$ cat src/rtl/freq_sweep_mod.sv
module freq_sweep_mod #(
  parameter int FW        = 11,
  parameter int TW        = 8,
  parameter int DEPTH     = 32,
  parameter int UNIT_FAST = 19200,
  parameter int UNIT_SLOW = 153600
) (
  input  logic                     clk,
  input  logic                     rst_n,
  input  logic                     tick,
  input  logic                     swp_we,
  input  logic [7:0]               swp_data,
  input  logic                     mod_en,
  input  logic                     mod_func,
  input  logic                     mod_rep,
  input  logic                     tbl_we,
  input  logic [$clog2(DEPTH)-1:0] tbl_addr,
  input  logic [TW-1:0]            tbl_data,
  input  logic                     freq_we,
  input  logic [FW-1:0]            freq_wdata,
  input  logic                     start,
  output logic [FW-1:0]            cur_freq,
  output logic                     kill
);
  localparam int AW = $clog2(DEPTH);
  localparam int CW = $clog2(7 * UNIT_SLOW + 1);

  logic          clk_sel, dir;
  logic [2:0]    ivl, shf;
  logic [FW-1:0] wfreq, staged;
  logic [AW-1:0] idx;
  logic          run;
  logic [CW-1:0] cnt;
  logic [TW-1:0] tbl [DEPTH];

  logic [CW-1:0] per, new_per;
  assign per     = CW'(ivl) * (clk_sel ? CW'(UNIT_SLOW) : CW'(UNIT_FAST));
  assign new_per = CW'(swp_data[6:4]) * (swp_data[7] ? CW'(UNIT_SLOW) : CW'(UNIT_FAST));

  logic active, shorten, expire, stage;
  assign active  = run & mod_en & (ivl != 3'd0);
  assign shorten = swp_we & (new_per < cnt);
  assign expire  = ~start & ~shorten & tick & active & (cnt <= CW'(1));
  assign stage   = mod_en & (start | (freq_we & run) | expire);

  logic [FW-1:0] base, mbase, mod_sum;
  logic [FW:0]   base_x, sw_sum;
  logic [AW-1:0] use_idx, nxt_idx;
  logic          ovf;

  assign base    = freq_we ? freq_wdata : (expire ? staged : cur_freq);
  assign mbase   = freq_we ? freq_wdata : wfreq;
  assign base_x  = {1'b0, base};
  assign sw_sum  = dir ? base_x + (base_x >> shf) : base_x - (base_x >> shf);
  assign use_idx = start ? '0 : idx;
  assign mod_sum = mbase + FW'($signed(tbl[use_idx]));
  assign nxt_idx = (use_idx == AW'(DEPTH - 1)) ? (mod_rep ? '0 : use_idx) : use_idx + AW'(1);
  assign ovf     = ~mod_func & sw_sum[FW];

  always_ff @(posedge clk) begin
    if (!rst_n) begin
      for (int i = 0; i < DEPTH; i++) tbl[i] <= '0;
    end else if (tbl_we) begin
      tbl[tbl_addr] <= tbl_data;
    end
  end

  always_ff @(posedge clk) begin
    if (!rst_n) begin
      {clk_sel, ivl, dir, shf} <= '0;
    end else if (swp_we) begin
      {clk_sel, ivl, dir, shf} <= swp_data;
    end
  end

  always_ff @(posedge clk) begin
    if (!rst_n) begin
      cur_freq <= '0;
      wfreq    <= '0;
      staged   <= '0;
      idx      <= '0;
      run      <= 1'b0;
      kill     <= 1'b0;
    end else begin
      if (freq_we) begin
        cur_freq <= freq_wdata;
        wfreq    <= freq_wdata;
      end else if (expire) begin
        cur_freq <= staged;
      end
      if (stage) staged <= mod_func ? mod_sum : sw_sum[FW-1:0];
      if (stage && mod_func) idx <= nxt_idx;
      else if (start)        idx <= '0;
      kill <= stage & ovf;
      if (stage && ovf) run <= 1'b0;
      else if (start)   run <= 1'b1;
    end
  end

  always_ff @(posedge clk) begin
    if (!rst_n)                cnt <= '0;
    else if (start)            cnt <= per;
    else if (shorten)          cnt <= new_per;
    else if (tick && active)   cnt <= (cnt <= CW'(1)) ? per : cnt - CW'(1);
  end
endmodule


$ cat config.mk
export PLATFORM = sky130hd
export DESIGN_NAME = freq_sweep_mod
export DESIGN_NICKNAME = d
export VERILOG_FILES = /design/src/rtl/freq_sweep_mod.sv
export SDC_FILE = /design/constraint.sdc
export NUM_CORES = 1
export LEC_CHECK = 0
export ABC_AREA = 0
export BUFFER_PORTS_ARGS = -buffer_cell sky130_fd_sc_hd__buf_2
export CORE_MARGIN = 2
export CORE_UTILIZATION = 59
export CTS_BUF_LIST = sky130_fd_sc_hd__clkbuf_8
export CTS_CLUSTER_SIZE = 24
export DETAILED_ROUTE_END_ITERATION = 8
export GPL_TIMING_DRIVEN = 0
export PLACE_DENSITY = 0.79
export SLEW_MARGIN = 10
export SYNTH_ARGS = -nofsm -noshare
export SYNTH_HDL_FRONTEND = slang
export SYNTH_SLANG_ARGS = --single-unit
$ cat constraint.sdc
create_clock -name clk -period 8.14 [get_ports clk]
set_input_delay 1.221 -clock clk [delete_from_list [all_inputs] [get_ports clk]]
set_output_delay 1.221 -clock clk [all_outputs]
set_load 0.05 [all_outputs]
==> After elaboration in Yosys (flattened, before gate mapping) <==
Memory sizes are Yosys's and may differ from the RTL's.
Cells that the tools add are included.
W data, S select, Z words.
{ "totals": {"memories": 1, "ramBits": 256, "inputBits": 42, "ff_bits": 69} }
{ "classes": {"n_lt_le_gt_ge": 2, "mux": 22, "n_mul": 2, "n_shift": 1, "eq_ne": 1, "n_reduce_logical": 7, "bitwise_logic": 17, "n_addsub": 5} }
{ "memory_table": {"columns": ["memory", "words", "word_bits", "read_ports", "rd_clocked_by_memory_dff", "write_ports", "line_no", "source"], "rows": [
  ["tbl", 32, 8, 1, 0, 32, "34", "logic [TW-1:0] tbl [DEPTH];"]
]} }
{ "op_table": {"columns": ["operator", "count"], "rows": [
  ["$mux W21", 4],
  ["$mux W11", 4],
  ["$mul A3 B18 Y21", 2],
  ["$mux W18", 2],
  ["$mux W5", 5],
  ["$le A21 B1 Y1 const B", 1],
  ["$lt A21 B21 Y1", 1],
  ["$sub A21 B1 Y21 const B", 1],
  ["$add A11 B12 Y12", 1],
  ["$mux W12", 1],
  ["$shr A11 B3 Y12", 1],
  ["$sub A11 B12 Y12", 1],
  ["$add A11 B11 Y11", 1],
  ["$and A1 B1 Y1", 11],
  ["$mux W8", 1],
  ["$reduce_or A8 Y1", 1],
  ["$reduce_bool A3 Y1", 2],
  ["$add A5 B1 Y5 const B", 1],
  ["$eq A5 B5 Y1 const B", 1],
  ["$mux W1", 5],
  ["$not A1 Y1", 4],
  ["$logic_and A1 B1 Y1", 3],
  ["$or A1 B1 Y1", 2],
  ["$reduce_or A2 Y1", 1]
]} }

==> Longest topological paths before layout <==
{ "depth": {"depth_word": 17, "ltp_mapped": 38, "ltp_nobuf": 36} }

==> Worst setup path before layout <==
No wires, ideal clock.
{ "synth_timing": {"path_type": "input -> register", "from": "input swp_data[6]", "to": "register kill", "setup_time_ns": 0.116, "stages": 36, "arrival_time_ns": 8.311, "path_slack_ns": -0.287, "path_buffers": 1, "path_cell_list": "clkbuf_1 nor2b_1 ha_1 fa_1 a21o_1 a21oi_1 o21bai_1 a21oi_1 nor2b_1 nand2_1 xnor2_1 and2_1 ha_1 a21o_1 a21o_1 a221oi_1 a21oi_2 o211ai_1 inv_1 a22oi_1 o22ai_1 a211o_4 nor4b_4 nand2_1 mux2i_1 nand2_1 o221a_2 ha_1 a21o_1 a211o_1 o21ai_0 a21oi_2 maj3_2 a22oi_2 xnor2_1 and3_1"} }
{ "synth_between": {"elab_chain_len": 15, "elab_cells_between_ends": 18} }
{ "synth_lines": {"columns": ["item", "line_no", "source"], "rows": [
  ["from (decl)", "12", "input logic [7:0] swp_data,"],
  ["$mul A3 B18 Y21 *", "38", "assign new_per = CW'(swp_data[6:4]) * (swp_data[7] ? CW'(UNIT_SLOW) : CW'(UNIT_FAST));"],
  ["$lt A21 B21 Y1 *", "42", "assign shorten = swp_we & (new_per < cnt);"],
  ["$and A1 B1 Y1 *", "42", null],
  ["$not A1 Y1 *", "43", "assign expire = ~start & ~shorten & tick & active & (cnt <= CW'(1));"],
  ["$and A1 B1 Y1 * (4 in a row)", "43", null],
  ["$mux W11 * (2 in a row)", null, null],
  ["net base[8]", "46", "logic [FW-1:0] base, mbase, mod_sum;"],
  ["$shr A11 B3 Y12", "54", "assign sw_sum = dir ? base_x + (base_x >> shf) : base_x - (base_x >> shf);"],
  ["$sub A11 B12 Y12 or $add A11 B12 Y12 (tied branches)", "54", null],
  ["$mux W12 *", "54", null],
  ["$and A1 B1 Y1 *", "58", "assign ovf = ~mod_func & sw_sum[FW];"],
  ["$and A1 B1 Y1 *", "94", "kill <= stage & ovf;"],
  ["to (signal assigned)", "94", null],
  ["to (decl)", "23", "output logic kill"]
]} }
Mark *: on every way through the listed nets, which the timed path passes. The rest lies on a longest branch.
A chain may end at the register's enable or synchronous reset.

==> Final worst setup path <==
{ "layout_timing": {"from": "input swp_data[6]", "to": "register kill"} }
{ "layout_between": {"elab_chain_len": 15, "elab_cells_between_ends": 18} }
{ "layout_lines": {"columns": ["item", "line_no"], "rows": [
  ["$mul A3 B18 Y21 *", "38"],
  ["$lt A21 B21 Y1 *", "42"],
  ["$and A1 B1 Y1 *", "42"],
  ["$not A1 Y1 *", "43"],
  ["$and A1 B1 Y1 * (4 in a row)", "43"],
  ["$mux W11 (2 in a row)", null],
  ["$shr A11 B3 Y12", "54"],
  ["$sub A11 B12 Y12 or $add A11 B12 Y12 (tied branches)", "54"],
  ["$mux W12", "54"],
  ["$and A1 B1 Y1", "58"],
  ["$and A1 B1 Y1 *", "94"]
]} }
Mark *: on every way between the ends. The rest lies on a longest branch, timed or not.

==> run_results.csv <==
group,metric,value,unit
outcome,status,"finished clean",
global_route,overflow,0,
final_layout,syn_to_final_growth,11.2,%
power_and_ir_drop,netSwitchingFraction,0.300,
clocking,cts_buffers,52,
final_layout,postLayoutCoreUtil,0.665,
critical_path,crit_type,"primary input to flop",
power_and_ir_drop,pwr-share-clk,0.318,
detailed_routing,wl_per_cell,22.3,um
clocking,tritoncts,"yes",
global_route,grt_max_degree,16,
global_route,globalRouteMet1Util,0.407,
logic_synthesis,ys_top_cells_by_area,"edfxtp_1 (42%), and2_1 (9.8%), dfxtp_1 (7.6%)",
logic_synthesis,synthSimpleGateAreaFrac,0.200,
critical_path,crit_slowest_cell,"a2111oi_1",
logic_synthesis,synth_warnings,0,
sta,finalMaxSlewViolations,0,
power_and_ir_drop,pwr-share-seq,0.486,
logic_synthesis,synth_mux_area_frac,0.0625,
logic_synthesis,yosysMostFrequentCell,"and2_1",
logic_synthesis,yosysSeqAreaShare,0.496,
place,gp_congestion,1.03,
critical_path,crit_path_max_incr_delay,550,ps
critical_path,crit_end,"kill",
critical_path,cp-start-kind,"primary input",
logic_synthesis,synth-edff-count,256,
logic_synthesis,synthXorXnorAreaFrac,0.0267,
logic_synthesis,ys_seq_elements,325,
power_and_ir_drop,p_int,0.00279,W
final_layout,multiInputGateArea,0.00883,mm^2
clocking,cts-hold-fix-buffers,0,
critical_path,cpMostUsedCell,"ha_1",
sta,finalCritPeriodShare,0.973,
logic_synthesis,synthArstFlopShare,0,
global_route,track_usage,0.311,
sta,max-slew-margin-rel,0.143,
detailed_routing,vias,14500,
worst_hold_path,hp-class,"flop to flop",
detailed_routing,ant_nets,0,
critical_path,startpoint,"swp_data[6]",
clocking,cts.sinks,325,
logic_synthesis,synthesis.nets,1846,
global_route,met3_usage,0.0635,
final_layout,drive_gt1_frac,0.125,
sta,tns,0,ps
power_and_ir_drop,p_leak,7.60,nW
die,dieArea,0.0324,mm^2
critical_path,cp_max_fo,9,
place,io_buffers,49,
critical_path,critical_path_required,8620,ps
global_route,gr-max-usage-layer,"met2",
critical_path,r2r-end,"staged[10]",
clocking,clk_latency,630,ps
die,dieWidth,180,um
sta,skew,44.8,ps
sta,setup_viol,0,
die,fp.coreArea,0.0306,mm^2
global_route,met2_usage,0.499,
detailed_routing,viasPerCell,6.28,
detailed_routing,routed_wirelength,51.4,mm
sta,hold_ws,456,ps
logic_synthesis,ys_types,85,
global_route,grt_first_pass_wirelength,78.1,mm
final_layout,seq_area,0.00907,mm^2
die,die_h,180,um
logic_synthesis,yosys-top-cells-count,"and2_1 (286), edfxtp_1 (256), nand2_1 (154), nor2_1 (133), a21oi_1 (103)",
logic_synthesis,synth-compound-area-share,0.138,
critical_path,rr_startpoint,"idx[0]",
sta,worst_slack,217,ps
die,std_cell_rows,64,
final_layout,nets,1972,
detailed_routing,drt-initial-drc-count,1560,
power_and_ir_drop,power,0.00398,W
sta,finalHoldViolations,0,
power_and_ir_drop,vdd_drop_max,0.140,mV
sta,fmax,0.126,GHz
clocking,htree_levels,2,
final_layout,antenna_cells,0,
clocking,clk_pin_slew,60,ps
sta,worst_slew_pin_slew,1270,ps
detailed_routing,firstDrtPassIters,6,
power_and_ir_drop,cellPowerDensity,196,mW/mm^2
place,pre_cts_slack,-923,ps
clocking,max-clock-path-buffers,3,
logic_synthesis,syn-cell-area,0.0183,mm^2
power_and_ir_drop,p_sw,0.00119,W
logic_synthesis,synth_top_area_frac,0.420,
logic_synthesis,synth_area_leader_cell,"edfxtp_1",
die,io_pins,54,
critical_path,critPathArrivalTime,8400,ps
logic_synthesis,synth_fa_ha_area_frac,0.0433,
detailed_routing,drc,0,
place,dp.final_hpwl,36.6,mm
flow_run,cap_violations,0,
clocking,root_buffer,"clkbuf_8",
global_route,grt_pass1_vias,13800,
power_and_ir_drop,pwr-share-comb,0.196,
logic_synthesis,synth_top_family_by_area,"simple AND/OR/NAND/NOR gates",
logic_synthesis,synth_area_per_cell,10.5,um^2
logic_synthesis,synth_cells,1744,
critical_path,cp-end-kind,"flop",
final_layout,nFillCells,2334,
global_route,antenna_found_initial,0,
die,initial_utilization,0.598,
critical_path,reg2regPathDepth,24,
sta,fin_crit,7920,ps
logic_synthesis,ys_dominant_reg_cell,"edfxtp_1",
critical_path,reg2reg_slack,1050,ps
==> registers in the layout (all words and copies together) (netlist names) <==
signal	count
idx	5
kill	1
staged	11
cnt	21
tbl	256
clk_sel	1
run	1
shf	3
cur_freq	11
dir	1
ivl	3
wfreq	11
==> metrics by stage <==
| stage | std cells | cell area [um^2] |
|---|---|---|
| global placement | 2189 | 19100 |
| global route | 2304 | 20300 |
| floorplan | 1744 | 18300 |
| CTS | 2292 | 20100 |
| finish | 2304 | 20300 |
| detailed placement | 2189 | 19100 |
==> critical path, delay by kind of cell <==
family                     cells  cell delay (ps)
and+or+nand+nor               11             2090
AOI/OAI and AO/OA             14             2420
xor gates and xnor gates       2              190
adders and majority gates      6             1990
buffers and inverters          3              480
==> per-layer routing <==
| metal | wire [um] | up-vias |
|---|---|---|
| met1 | 19600 | 6879 |
| met5 | 0 | - |
| met3 | 5240 | 160 |
| met2 | 23900 | 832 |
| li1 | - | 6599 |
| met4 | 2600 | 0 |
==> power groups by stage <==
| stage | clock network, W | logic [W] | registers [W] |
|---|---|---|---|
| final | 0.00127 | 0.000779 | 0.00193 |
| after global routing | 0.00134 | 0.000847 | 0.00194 |
| after CTS | 0.00127 | 0.000743 | 0.00193 |
| after detailed placement | 0 | 0.000715 | 0.00197 |
| after global placement | 0 | 0.000701 | 0.00196 |
| after floorplan | 0 | 0.000519 | 0.00196 |
==> kinds of logic (layout without fill, tap and decap cells) <==
kind of cell | after synthesis | after routing
flip-flops | 325 | 325
buffers and inverters | 159 | 323
XOR/XNOR | 54 | 54
adder cells (fa/ha/maj) | 61 | 61
AND/OR/NAND/NOR | 696 | 696
AO/OA/AOI/OAI | 378 | 378
multiplexers | 71 | 71
==> repair_timing <==
action / CTS / global route
pin swaps: 6 / 13
buffers inserted: 11 / 14
setup endpoints to repair: 6 / 7
gates resized for setup: 18 / 25
==> worst min-delay path by stage <==
stage / slack, ps / from / endpoint / depth (start not counted)
2_1_floorplan: 440 / staged[2] / staged[2] / 2
3_3_place_gp: 450 / staged[2] / staged[2] / 2
3_5_place_dp: 450 / staged[2] / staged[2] / 2
4_1_cts: 460 / staged[2] / staged[2] / 2
5_1_grt: 480 / staged[2] / staged[2] / 2
6_report: 460 / staged[2] / staged[2] / 2
==> cells in the final DEF, fill, tap and decap left out, drive strengths merged, types with 6 or more instances in the layout <==
cell | Yosys | final
a211oi | 33 | 33
a21o | 15 | 15
a21oi | 106 | 106
a22oi | 7 | 7
a311oi | 9 | 9
a31oi | 31 | 31
and2 | 287 | 287
and3 | 7 | 7
buf | 14 | 90
clkbuf | 101 | 150
clkinv | 3 | 20
dfxtp | 69 | 69
edfxtp | 256 | 256
ha | 56 | 56
inv | 41 | 63
mux2 | 10 | 10
mux2i | 28 | 28
mux4 | 33 | 33
nand2 | 154 | 154
nand2b | 7 | 7
nand3 | 27 | 27
nand3b | 8 | 8
nand4 | 7 | 7
nor2 | 133 | 133
nor2b | 16 | 16
nor3 | 20 | 20
nor4 | 10 | 10
o211ai | 17 | 17
o21ai | 83 | 83
o21bai | 8 | 8
o221ai | 16 | 16
o22ai | 6 | 6
or3 | 6 | 6
xnor2 | 41 | 41
xor2 | 13 | 13
==> final cells by class <==
| class | instances | share of cell area |
|---|---|---|
| well taps | 396 | 0.0243 |
| flip-flops and latches | 325 | 0.446 |
| clock inverters | 39 | 0.00861 |
| plain buffers | 113 | 0.0216 |
| repair buffers | 74 | 0.0219 |
| clock buffers | 53 | 0.0358 |
| multi-input cells | 1260 | 0.434 |
| inverters | 44 | 0.00812 |
(Power assumes the default switching activity.)
